File: config.mk
export PLATFORM = sky130hd
export DESIGN_NAME = switch_shift_demo
export DESIGN_NICKNAME = d
export VERILOG_FILES = /design/src/rtl/swdemo_pkg.sv /design/src/rtl/swdemo_rst_sync.sv /design/src/rtl/swdemo_input_filter.sv /design/src/rtl/swdemo_edge_pulse.sv /design/src/rtl/swdemo_shift_reg.sv /design/src/rtl/switch_shift_demo.sv
export SDC_FILE = /design/constraint.sdc
export NUM_CORES = 1
export LEC_CHECK = 0
export ABC_AREA = 1
export ABC_CLOCK_PERIOD_IN_PS = 2000
export CAP_MARGIN = 10
export CORE_ASPECT_RATIO = 0.7
export CORE_MARGIN = 2
export CORE_UTILIZATION = 60
export DETAILED_ROUTE_END_ITERATION = 6
export MAX_ROUTING_LAYER = met4
export PLACE_DENSITY = 0.82
export SLEW_MARGIN = 15
export SYNTH_ARGS = -nofsm -noshare
export SYNTH_HDL_FRONTEND = slang
export SYNTH_HIERARCHICAL = 1
export SYNTH_SLANG_ARGS = --single-unit
File: constraint.sdc
create_clock -name clk -period 2 [get_ports clk]
set_input_delay 0.3 -clock clk [delete_from_list [all_inputs] [get_ports clk]]
set_output_delay 0.3 -clock clk [all_outputs]
set_load 0.01 [all_outputs]
File: src/rtl/swdemo_pkg.sv
package swdemo_pkg;
  // conditioning channel assignment
  localparam int unsigned NUM_CH    = 3;
  localparam int unsigned CH_DATA   = 0;
  localparam int unsigned CH_STROBE = 1;
  localparam int unsigned CH_LOAD   = 2;

  // what a register update does in a given cycle
  typedef enum logic [1:0] {
    OP_HOLD  = 2'd0,
    OP_SHIFT = 2'd1,
    OP_LOAD  = 2'd2
  } reg_op_e;
endpackage

File: src/rtl/swdemo_rst_sync.sv
module swdemo_rst_sync (
  input  logic clk,
  input  logic rst_n,
  output logic rst_n_sync
);
  logic stage1_q;
  logic stage2_q;

  always_ff @(posedge clk or negedge rst_n) begin
    if (!rst_n) begin
      stage1_q <= 1'b0;
      stage2_q <= 1'b0;
    end else begin
      stage1_q <= 1'b1;
      stage2_q <= stage1_q;
    end
  end

  assign rst_n_sync = stage2_q;
endmodule

File: src/rtl/swdemo_input_filter.sv
module swdemo_input_filter #(
  parameter int unsigned WAIT_CYCLES = 10
) (
  input  logic clk,
  input  logic rst_n,
  input  logic raw_in,
  output logic level
);
  localparam int unsigned CW = $clog2(WAIT_CYCLES + 1);
  localparam logic [CW-1:0] LAST = CW'(WAIT_CYCLES - 1);

  logic          meta_q;
  logic          sync_q;
  logic [CW-1:0] run_q, run_d;
  logic          level_q, level_d;
  logic          run_en;

  // two-flop synchroniser
  always_ff @(posedge clk or negedge rst_n) begin
    if (!rst_n) begin
      meta_q <= 1'b0;
      sync_q <= 1'b0;
    end else begin
      meta_q <= raw_in;
      sync_q <= meta_q;
    end
  end

  // stability counter next state
  always_comb begin
    run_d   = run_q;
    level_d = level_q;
    run_en  = 1'b0;
    if (sync_q == level_q) begin
      run_en = (run_q != '0);
      run_d  = '0;
    end else if (run_q == LAST) begin
      run_en  = 1'b1;
      run_d   = '0;
      level_d = sync_q;
    end else begin
      run_en = 1'b1;
      run_d  = run_q + CW'(1);
    end
  end

  always_ff @(posedge clk or negedge rst_n) begin
    if (!rst_n) begin
      run_q   <= '0;
      level_q <= 1'b0;
    end else if (run_en) begin
      run_q   <= run_d;
      level_q <= level_d;
    end
  end

  assign level = level_q;

  AST_LEVEL_FOLLOWS_SYNC: assert property (@(posedge clk) disable iff (!rst_n)
    (level_q != $past(level_q)) |-> ($past(sync_q) == level_q));
  AST_LEVEL_NEEDS_RUN: assert property (@(posedge clk) disable iff (!rst_n)
    (level_q != $past(level_q)) |-> ($past(run_q) == LAST));
endmodule

File: src/rtl/swdemo_edge_pulse.sv
module swdemo_edge_pulse #(
  parameter bit RISING = 1'b1
) (
  input  logic clk,
  input  logic rst_n,
  input  logic level,
  output logic pulse
);
  logic prev_q;

  always_ff @(posedge clk or negedge rst_n) begin
    if (!rst_n) prev_q <= 1'b0;
    else        prev_q <= level;
  end

  generate
    if (RISING) begin : g_rise
      assign pulse = level & ~prev_q;
    end else begin : g_fall
      assign pulse = ~level & prev_q;
    end
  endgenerate

  AST_PULSE_SINGLE: assert property (@(posedge clk) disable iff (!rst_n)
    pulse |=> !pulse);
endmodule

File: src/rtl/swdemo_shift_reg.sv
module swdemo_shift_reg
  import swdemo_pkg::*;
#(
  parameter int unsigned WIDTH      = 8,
  parameter logic [WIDTH-1:0] LOAD_VALUE = WIDTH'(8'hA5)
) (
  input  logic             clk,
  input  logic             rst_n,
  input  logic             load,
  input  logic             strobe,
  input  logic             ser_in,
  output logic [WIDTH-1:0] q
);
  reg_op_e          op;
  logic [WIDTH-1:0] q_q, q_d;
  logic             q_en;

  // load wins over a same-cycle strobe
  always_comb begin
    if (load)        op = OP_LOAD;
    else if (strobe) op = OP_SHIFT;
    else             op = OP_HOLD;
  end

  always_comb begin
    q_d  = q_q;
    q_en = 1'b0;
    case (op)
      OP_LOAD: begin
        q_d  = LOAD_VALUE;
        q_en = 1'b1;
      end
      OP_SHIFT: begin
        q_d  = {q_q[WIDTH-2:0], ser_in};
        q_en = 1'b1;
      end
      default: begin
        q_d  = q_q;
        q_en = 1'b0;
      end
    endcase
  end

  always_ff @(posedge clk or negedge rst_n) begin
    if (!rst_n)    q_q <= '0;
    else if (q_en) q_q <= q_d;
  end

  assign q = q_q;

  AST_LOAD_RESULT: assert property (@(posedge clk) disable iff (!rst_n)
    load |=> (q == LOAD_VALUE));
  AST_SHIFT_RESULT: assert property (@(posedge clk) disable iff (!rst_n)
    (strobe && !load) |=> (q == {$past(q[WIDTH-2:0]), $past(ser_in)}));
  AST_IDLE_HOLDS: assert property (@(posedge clk) disable iff (!rst_n)
    (!strobe && !load) |=> $stable(q));
endmodule

File: src/rtl/switch_shift_demo.sv
module switch_shift_demo
  import swdemo_pkg::*;
#(
  parameter int unsigned WAIT_CYCLES = 10,
  parameter int unsigned WIDTH       = 8,
  parameter logic [WIDTH-1:0] LOAD_VALUE = WIDTH'(8'hA5)
) (
  input  logic             clk,
  input  logic             rst_n,
  input  logic             btn_raw,
  input  logic             sw_data_raw,
  input  logic             sw_strobe_raw,
  output logic [WIDTH-1:0] led
);
  logic              rst_n_int;
  logic [NUM_CH-1:0] raw_vec;
  logic [NUM_CH-1:0] lvl_vec;
  logic              strobe_pulse;
  logic              load_pulse;

  swdemo_rst_sync u_rst_sync (
    .clk        (clk),
    .rst_n      (rst_n),
    .rst_n_sync (rst_n_int)
  );

  always_comb begin
    raw_vec            = '0;
    raw_vec[CH_DATA]   = sw_data_raw;
    raw_vec[CH_STROBE] = sw_strobe_raw;
    raw_vec[CH_LOAD]   = btn_raw;
  end

  generate
    for (genvar ch = 0; ch < NUM_CH; ch++) begin : g_cond
      swdemo_input_filter #(.WAIT_CYCLES(WAIT_CYCLES)) u_filter (
        .clk    (clk),
        .rst_n  (rst_n_int),
        .raw_in (raw_vec[ch]),
        .level  (lvl_vec[ch])
      );
    end
  endgenerate

  swdemo_edge_pulse #(.RISING(1'b1)) u_strobe_edge (
    .clk   (clk),
    .rst_n (rst_n_int),
    .level (lvl_vec[CH_STROBE]),
    .pulse (strobe_pulse)
  );

  swdemo_edge_pulse #(.RISING(1'b0)) u_release_edge (
    .clk   (clk),
    .rst_n (rst_n_int),
    .level (lvl_vec[CH_LOAD]),
    .pulse (load_pulse)
  );

  swdemo_shift_reg #(.WIDTH(WIDTH), .LOAD_VALUE(LOAD_VALUE)) u_shift (
    .clk    (clk),
    .rst_n  (rst_n_int),
    .load   (load_pulse),
    .strobe (strobe_pulse),
    .ser_in (lvl_vec[CH_DATA]),
    .q      (led)
  );

  AST_RESET_CLEAR: assert property (@(posedge clk) disable iff (!rst_n)
    $rose(rst_n_int) |-> (led == '0));
  AST_LOAD_PRIORITY: assert property (@(posedge clk) disable iff (!rst_n_int)
    (load_pulse && strobe_pulse) |=> (led == LOAD_VALUE));
endmodule

==> impl_results.md, run 1 <==
- CTS H-tree lvls: 2
- Antenna-violating nets left: 0
- Period utilization: between 70% and 80%
- WL/cell: 11.51 µm
- Gr usage total: between 20% and 30%
- Mean Syn Cell Area: 9.225 µm²
- Buf/Inv on CP: 1
- Initial antenna violation count: 0
- Clock latency on the worst-skew pair: 0.28 ns
- Reg2Reg Depth: 5
- Die area: 3029 µm²
- P per Cell Area: between 1000 and 1500 nW/µm²
- Worst path arrival time: ~1.2 ns
- Tot Pwr: between 2 and 2.5 mW
- DPL Wire Length: around 1900 µm
- Synth unique cells: 17
- # DRC: 0
- Post-CTS Hold Buffers: 0
- Setup_tns: 0 ns
- Slowest CP cell: clkdlybuf4s50_1
- Die outline height: approximately 47 µm
- CTS sink count: 33
- Clock Skews: 0.005048 ns
- Area grow syn2layout: 15.73%
- Post-layout min period: roughly 1.5 ns
- Max-slew violations: 0
- Final WL: roughly 2600 µm
- Gr ovfl total: 0
- First-pass GRT wire length: approximately 4300 µm
- Max Cap Viol: 0
- CP Class: reg -> out
- Critical path origin: u_shift/q[2]$_DFFE_PN0P_
- Deepest clock path buffer count: 2
- Clock-pin slew on the worst setup and hold paths: around 0.060 ns
- Gate Count Post-Synth: roughly 170
- VDD IR max: a little over 0.6 mV
- Lkg Pwr: roughly 0.91 nW
- Top delay family on crit path: buffers and inverters
- Final setup vio count: 0
- Root Buffer: clkbuf_8
- Setup crit end: led[2]
- Placed insts: ~220
- R2r startpoint: g_cond[1].u_filter/level$_DFFE_PN0P_
- Status: finished clean
- Reg2Reg Setup Slack: 0.78 ns
- Cell Rows: 15
- Crit path cell chain: clkdlybuf4s50_1
- Layout cell share with drive strength beyond 1: between 10% and 20%
- Register area share after synthesis: a little over half
- Crit-path max FO: 3
- Register area: around 830 µm²
- Die Wd: approximately 65 µm
- NumNets Final: 202
- Fin Hold WS: between 0.15 and 0.2 ns
- Port bufs: 12
- WP depth: 1
- Final hold vios: 0
- Num CTS Buffers: 5
- CTS resizes: 0
- Post-Route Utilization: approximately three quarters
- Multi-input logic area: 635.6 µm²
- CTS tree: built
- Yosys warns: 6
- ANT cells: 0
- Commonest non-fill, non-tap cell in the layout: nand2_1
- Worst path max stage delay: roughly 0.54 ns
- Post-synthesis cell area: 1559 µm²
- Drt pass-1 iters: 4
- Unrepaired setup endpoints after global routing: no
- Worst hold-check path type: in -> async
- Routed vias: between 1k and 1.5k
- Max Clk Rate: 0.6697 GHz
- WP data required: 1.70 ns
- Crit start category: register
- Largest net degree at the start of global routing: 32
- Via/cell ratio: slightly below 5
- Final Wtd Congestion: 0.8028
- Total I/O pin count: 13
- Worst r2r dst: u_shift/q[2]$_DFFE_PN0P_
- Flops & latches, synth: 33
- Postcts setup bufs: 0
- Detailed Route Iter0 Violations: between 40 and 50
- Syn nets: roughly 180
- Initial core utilization: between 60% and 70%
- Non-filler cells, final: about 220
- Area of the core: about 2500 µm²
- Crit. End Element: output port
- Filler cells: between 150 and 200
- Most frequent cells in the layout: nand2_1 (49), dfrtp_1 (33), inv_1 (19), nand3_1 (19), clkdlybuf4s50_1 (12)
- Vias in the first global route: around 1.0k
==> report_power, final <==
group          switching, mW  total [mW]  internal [mW]
combinational          0.458       0.802          0.344
clock                  0.214       0.486          0.272
sequential             0.192        1.03          0.840
==> how the worst min path moves through the flow <==
stage                                                          to  slack [ns]  depth (start not counted)
after global routing                u_rst_sync/stage1_q$_DFF_PN0_        0.17                          1
after global placement        g_cond[1].u_filter/meta_q$_DFF_PN0_        0.25                          1
after CTS                           u_rst_sync/stage1_q$_DFF_PN0_        0.17                          1
after detailed placement  g_cond[1].u_filter/run_q[1]$_DFFE_PN0P_        0.26                          1
final                               u_rst_sync/stage1_q$_DFF_PN0_        0.18                          1
after floorplan                   u_rst_sync/rst_n_sync$_DFF_PN0_       0.004                          0
==> metal layers <==
| metal | global-route usage [%] | share of wire (%) |
|---|---|---|
| met1 | 22.61 | 45 |
| met2 | 34.85 | 49 |
| met3 | 8.802 | 5.4 |
| met4 | 6.383 | 0.86 |
| met5 | - | 0 |
==> stage by stage <==
step | cell area (µm²) | setup WS (ns)
after global routing | 1804 | 0.4499
after global placement | 1718 | 0.8204
final | 1804 | 0.5068
after CTS | 1804 | 0.4936
after detailed placement | 1718 | 0.7949
after floorplan | 1559 | 1.014
==> final cells by class <==
| cell class | instances | area share, % |
|---|---|---|
| tap | 34 | 2.358 |
| clock buffer | 7 | 4.785 |
| sequential | 33 | 45.77 |
| timing repair buffer | 13 | 7.073 |
| inverter | 23 | 4.785 |
| multi-input combinational | 112 | 35.23 |
==> state kept, by name (all words and copies together) (netlist names), 3 cells and up <==
signal	cells
g_cond.u_filter/level	3
g_cond.u_filter/run_q	12
u_shift/q	8
g_cond.u_filter/sync_q	3
g_cond.u_filter/meta_q	3
==> cells by family (layout without fill, tap and decap cells) <==
group / count (synthesis) / after routing / share of synthesized area [%]
flops: 33 / 33 / 52.97
buf+inv: 24 / 43 / 6.260
other cells: 1 / 1 / 0.2405
fa+ha+maj: 9 / 9 / 7.223
compound gates: 7 / 7 / 2.247
simple gates: 92 / 92 / 29.37
xor+xnor: 3 / 3 / 1.686
==> synth_stat cells <==
cell type | n | area (µm²)
a21oi_1 | 4 | 20.02
o21ai_0 | 3 | 15.01
nor2_2 | 7 | 43.79
nand4_1 | 3 | 18.77
ha_1 | 9 | 112.6
nand3_4 | 3 | 52.55
inv_1 | 19 | 71.32
conb_1 | 1 | 3.750
nor2_1 | 4 | 15.01
nand2_1 | 49 | 183.9
inv_2 | 4 | 15.01
nand3_1 | 19 | 95.09
nand2_2 | 6 | 37.54
buf_6 | 1 | 11.26
dfrtp_1 | 33 | 825.8
xnor2_1 | 3 | 26.28
nor2_4 | 1 | 11.26
No activity file was read; power rests on OpenSTA's default activity.
==> run 2: changes to the inputs <==
--- a/config.mk
+++ b/config.mk
@@ -6,14 +6,14 @@
 export NUM_CORES = 1
 export LEC_CHECK = 0
 export ABC_AREA = 1
-export ABC_CLOCK_PERIOD_IN_PS = 2000
+export ABC_CLOCK_PERIOD_IN_PS = 1500
 export CAP_MARGIN = 10
 export CORE_ASPECT_RATIO = 0.7
 export CORE_MARGIN = 2
-export CORE_UTILIZATION = 60
+export CORE_UTILIZATION = 56
 export DETAILED_ROUTE_END_ITERATION = 6
 export MAX_ROUTING_LAYER = met4
-export PLACE_DENSITY = 0.82
+export PLACE_DENSITY = 0.77
 export SLEW_MARGIN = 15
 export SYNTH_ARGS = -nofsm -noshare
 export SYNTH_HDL_FRONTEND = slang
==> constraint.sdc (replaced) <==
create_clock -name clk -period 1.5 [get_ports clk]
set_input_delay 0.225 -clock clk [delete_from_list [all_inputs] [get_ports clk]]
set_output_delay 0.225 -clock clk [all_outputs]
set_load 0.01 [all_outputs]
==> run 2 against run 1 <==
Compared with the run above:
- highest routed layer unchanged
- die area increased by 6.6%
- total power increased by 44%
- clock-buffer cell count decreased by 1
- wire length increased by 10%
- sequential share of layout area decreased by 1.0 points
==> impl_results.md, run 2 (synthesized netlist as in run 1, its figures left out) <==
- Routed vias: 1139 (was 1104)
- Final hold vios: 0 (unchanged)
- Crit path cell chain: clkdlybuf4s50_1 (unchanged)
- Crit. End Element: output port (unchanged)
- Slowest CP cell: clkdlybuf4s50_1 (unchanged)
- Max Cap Viol: 0 (unchanged)
- Biggest register: g_cond.u_filter/run_q (unchanged)
- NumNets Final: 203 (was 202)
- Clock Skews: 0.004935 ns (was 0.005048 ns)
- Internal Power: 2.134 mW (was 1.457 mW)
- Die outline height: 48.15 µm (was 46.65 µm)
- Die area: 3229 µm² (was 3029 µm²)
- Area grow syn2layout: 18.38% (was 15.73%)
- Port bufs: 12 (unchanged)
- Unrepaired setup endpoints after global routing: no (unchanged)
- Worst hold-check path type: in -> async (unchanged)
- Final WL: 2818 µm (was 2555 µm)
- Commonest non-fill, non-tap cell in the layout: nand2_1 (unchanged)
- CTS resizes: 0 (unchanged)
- Gr ovfl total: 0 (unchanged)
- Drt pass-1 iters: 4 (unchanged)
- Largest net degree at the start of global routing: 32 (unchanged)
- Non-filler cells, final: 224 (was 222)
- Sequential share of power: 41.0% (was 44.5%)
- Multi-input logic area: 635.6 µm² (unchanged)
- Gr usage total: 21.15% (was 20.60%)
- Register area: 825.8 µm² (unchanged)
- Most frequent cells in the layout: nand2_1 (49), dfrtp_1 (33), inv_1 (19), nand3_1 (19), clkdlybuf4s50_1 (12) (unchanged)
- Total I/O pin count: 13 (unchanged)
- Psw: 1.211 mW (was 863.9 µW)
- Post-layout min period: approximately 1.4 ns
- Postcts setup bufs: 0 (unchanged)
- Cell Rows: 15 (unchanged)
- WP data required: 1.27 ns (was 1.70 ns)
- Tot Pwr: 3.345 mW (was 2.321 mW)
- Lkg Pwr: 0.9258 nW (was 0.9073 nW)
- Layout cell share with drive strength beyond 1: 16.32% (was 14.89%)
- Filler cells: 185 (was 175)
- DPL Wire Length: 2027 µm (was 1903 µm)
- Final Wtd Congestion: 0.7608 (was 0.8028)
- Buf/Inv on CP: 1 (unchanged)
- Post-Route Utilization: 72.30% (was 73.38%)
- Setup_tns: 0 ns (unchanged)
- Area of the core: 2552 µm² (was 2459 µm²)
- ANT cells: 0 (unchanged)
- Worst path max stage delay: 0.55 ns (was 0.54 ns)
- Initial core utilization: 61.08% (was 63.41%)
- Largest register FFs: 12 (unchanged)
- CTS tree: built (unchanged)
- VDD IR max: 0.9157 mV (was 0.6146 mV)
- Net Sw Frac: 36.20% (was 37.22%)
- Initial antenna violation count: 0 (unchanged)
- Antenna-violating nets left: 0 (unchanged)
- # DRC: 0 (unchanged)
- CP Class: reg -> out (unchanged)
- Max-slew violations: 0 (unchanged)
- Crit start category: register (unchanged)
- Root Buffer: clkbuf_8 (unchanged)
- Power share of the combinational group: 33.0% (was 34.6%)
- Max Clk Rate: between 0.6 and 0.7 GHz
- Crit-path max FO: 3 (unchanged)
- Num CTS Buffers: 5 (unchanged)
- Placed insts: 216 (was 215)
- Via/cell ratio: 5.085 (was 4.973)
- Clock latency on the worst-skew pair: 0.28 ns (about the same)
- CTS sink count: 33 (unchanged)
- Final setup vio count: 0 (unchanged)
- WL/cell: 12.58 µm (was 11.51 µm)
- Post-CTS Hold Buffers: 0 (unchanged)
- Status: finished clean (unchanged)
- First-pass GRT wire length: 4609 µm (was 4278 µm)
- Clock power share: 26.0% (was 20.9%)
- Detailed Route Iter0 Violations: 84 (was 42)
- CTS H-tree lvls: 2 (unchanged)
- Die Wd: 67.07 µm (was 64.93 µm)
- Top delay family on crit path: buffers and inverters (unchanged)
- Worst path arrival time: 1.21 ns (was 1.19 ns)
- Clock-pin slew on the worst setup and hold paths: 0.07 ns (was 0.06 ns)
- P per Cell Area: 1812 nW/µm² (was 1286 nW/µm²)
- Period utilization: between 90% and 100%
- Vias in the first global route: 1110 (was 1049)
- Fin Hold WS: 0.09396 ns (was 0.1766 ns)
- Deepest clock path buffer count: 2 (unchanged)
## run 2: through the flow
stage | setup slack [ns] | cell area [µm²]
after floorplan | 0.5141 | 1559
after global placement | 0.3847 | 1725
after detailed placement | 0.3615 | 1725
after CTS | 0.05226 | 1846
after global routing | 0.02011 | 1846
final | 0.06231 | 1846
## run 2: per-layer routing
metal	global-route usage [%]	wire length (µm)	vias to the layer above
met3	5.543	126	4
met2	33.66	1344	23
met5	-	0	-
li1	-	-	562
met1	25.61	1318	550
met4	11.02	28	0
## run 2: layout make-up
cell class	instances	share of cell area [%]
clock inverter	2	2.034
inverter	23	4.678
tap	34	2.305
timing repair buffer	14	7.322
multi-input combinational	112	34.44
clock buffer	6	4.475
sequential	33	44.75
## run 2: worst paths after layout
check                           cells after the start  slack (ns)                                 endpoint                            startpoint
worst max-delay path                                1        0.06                                   led[3]              u_shift/q[3]$_DFFE_PN0P_
max in group asynchronous                           1        0.96  g_cond[1].u_filter/run_q[3]$_DFFE_PN0P_       u_rst_sync/rst_n_sync$_DFF_PN0_
worst min-delay path                                1        0.09            u_rst_sync/stage1_q$_DFF_PN0_                                 rst_n
min in group clk                                    0        0.36          u_rst_sync/rst_n_sync$_DFF_PN0_         u_rst_sync/stage1_q$_DFF_PN0_
worst max register to register                      4        0.34                 u_shift/q[0]$_DFFE_PN0P_  g_cond[2].u_filter/level$_DFFE_PN0P_
worst min register to register                      1        0.26                 u_shift/q[6]$_DFFE_PN0P_       u_rst_sync/rst_n_sync$_DFF_PN0_
## run 2: power by group through the flow
stage,Sequential (mW),Clock (mW),Combinational [mW]
5_1_grt,1.41,0.908,1.24
3_3_place_gp,1.36,0,1.04
6_report,1.37,0.869,1.10
3_5_place_dp,1.39,0,1.10
4_1_cts,1.37,0.885,1.12
2_1_floorplan,1.38,0,0.745
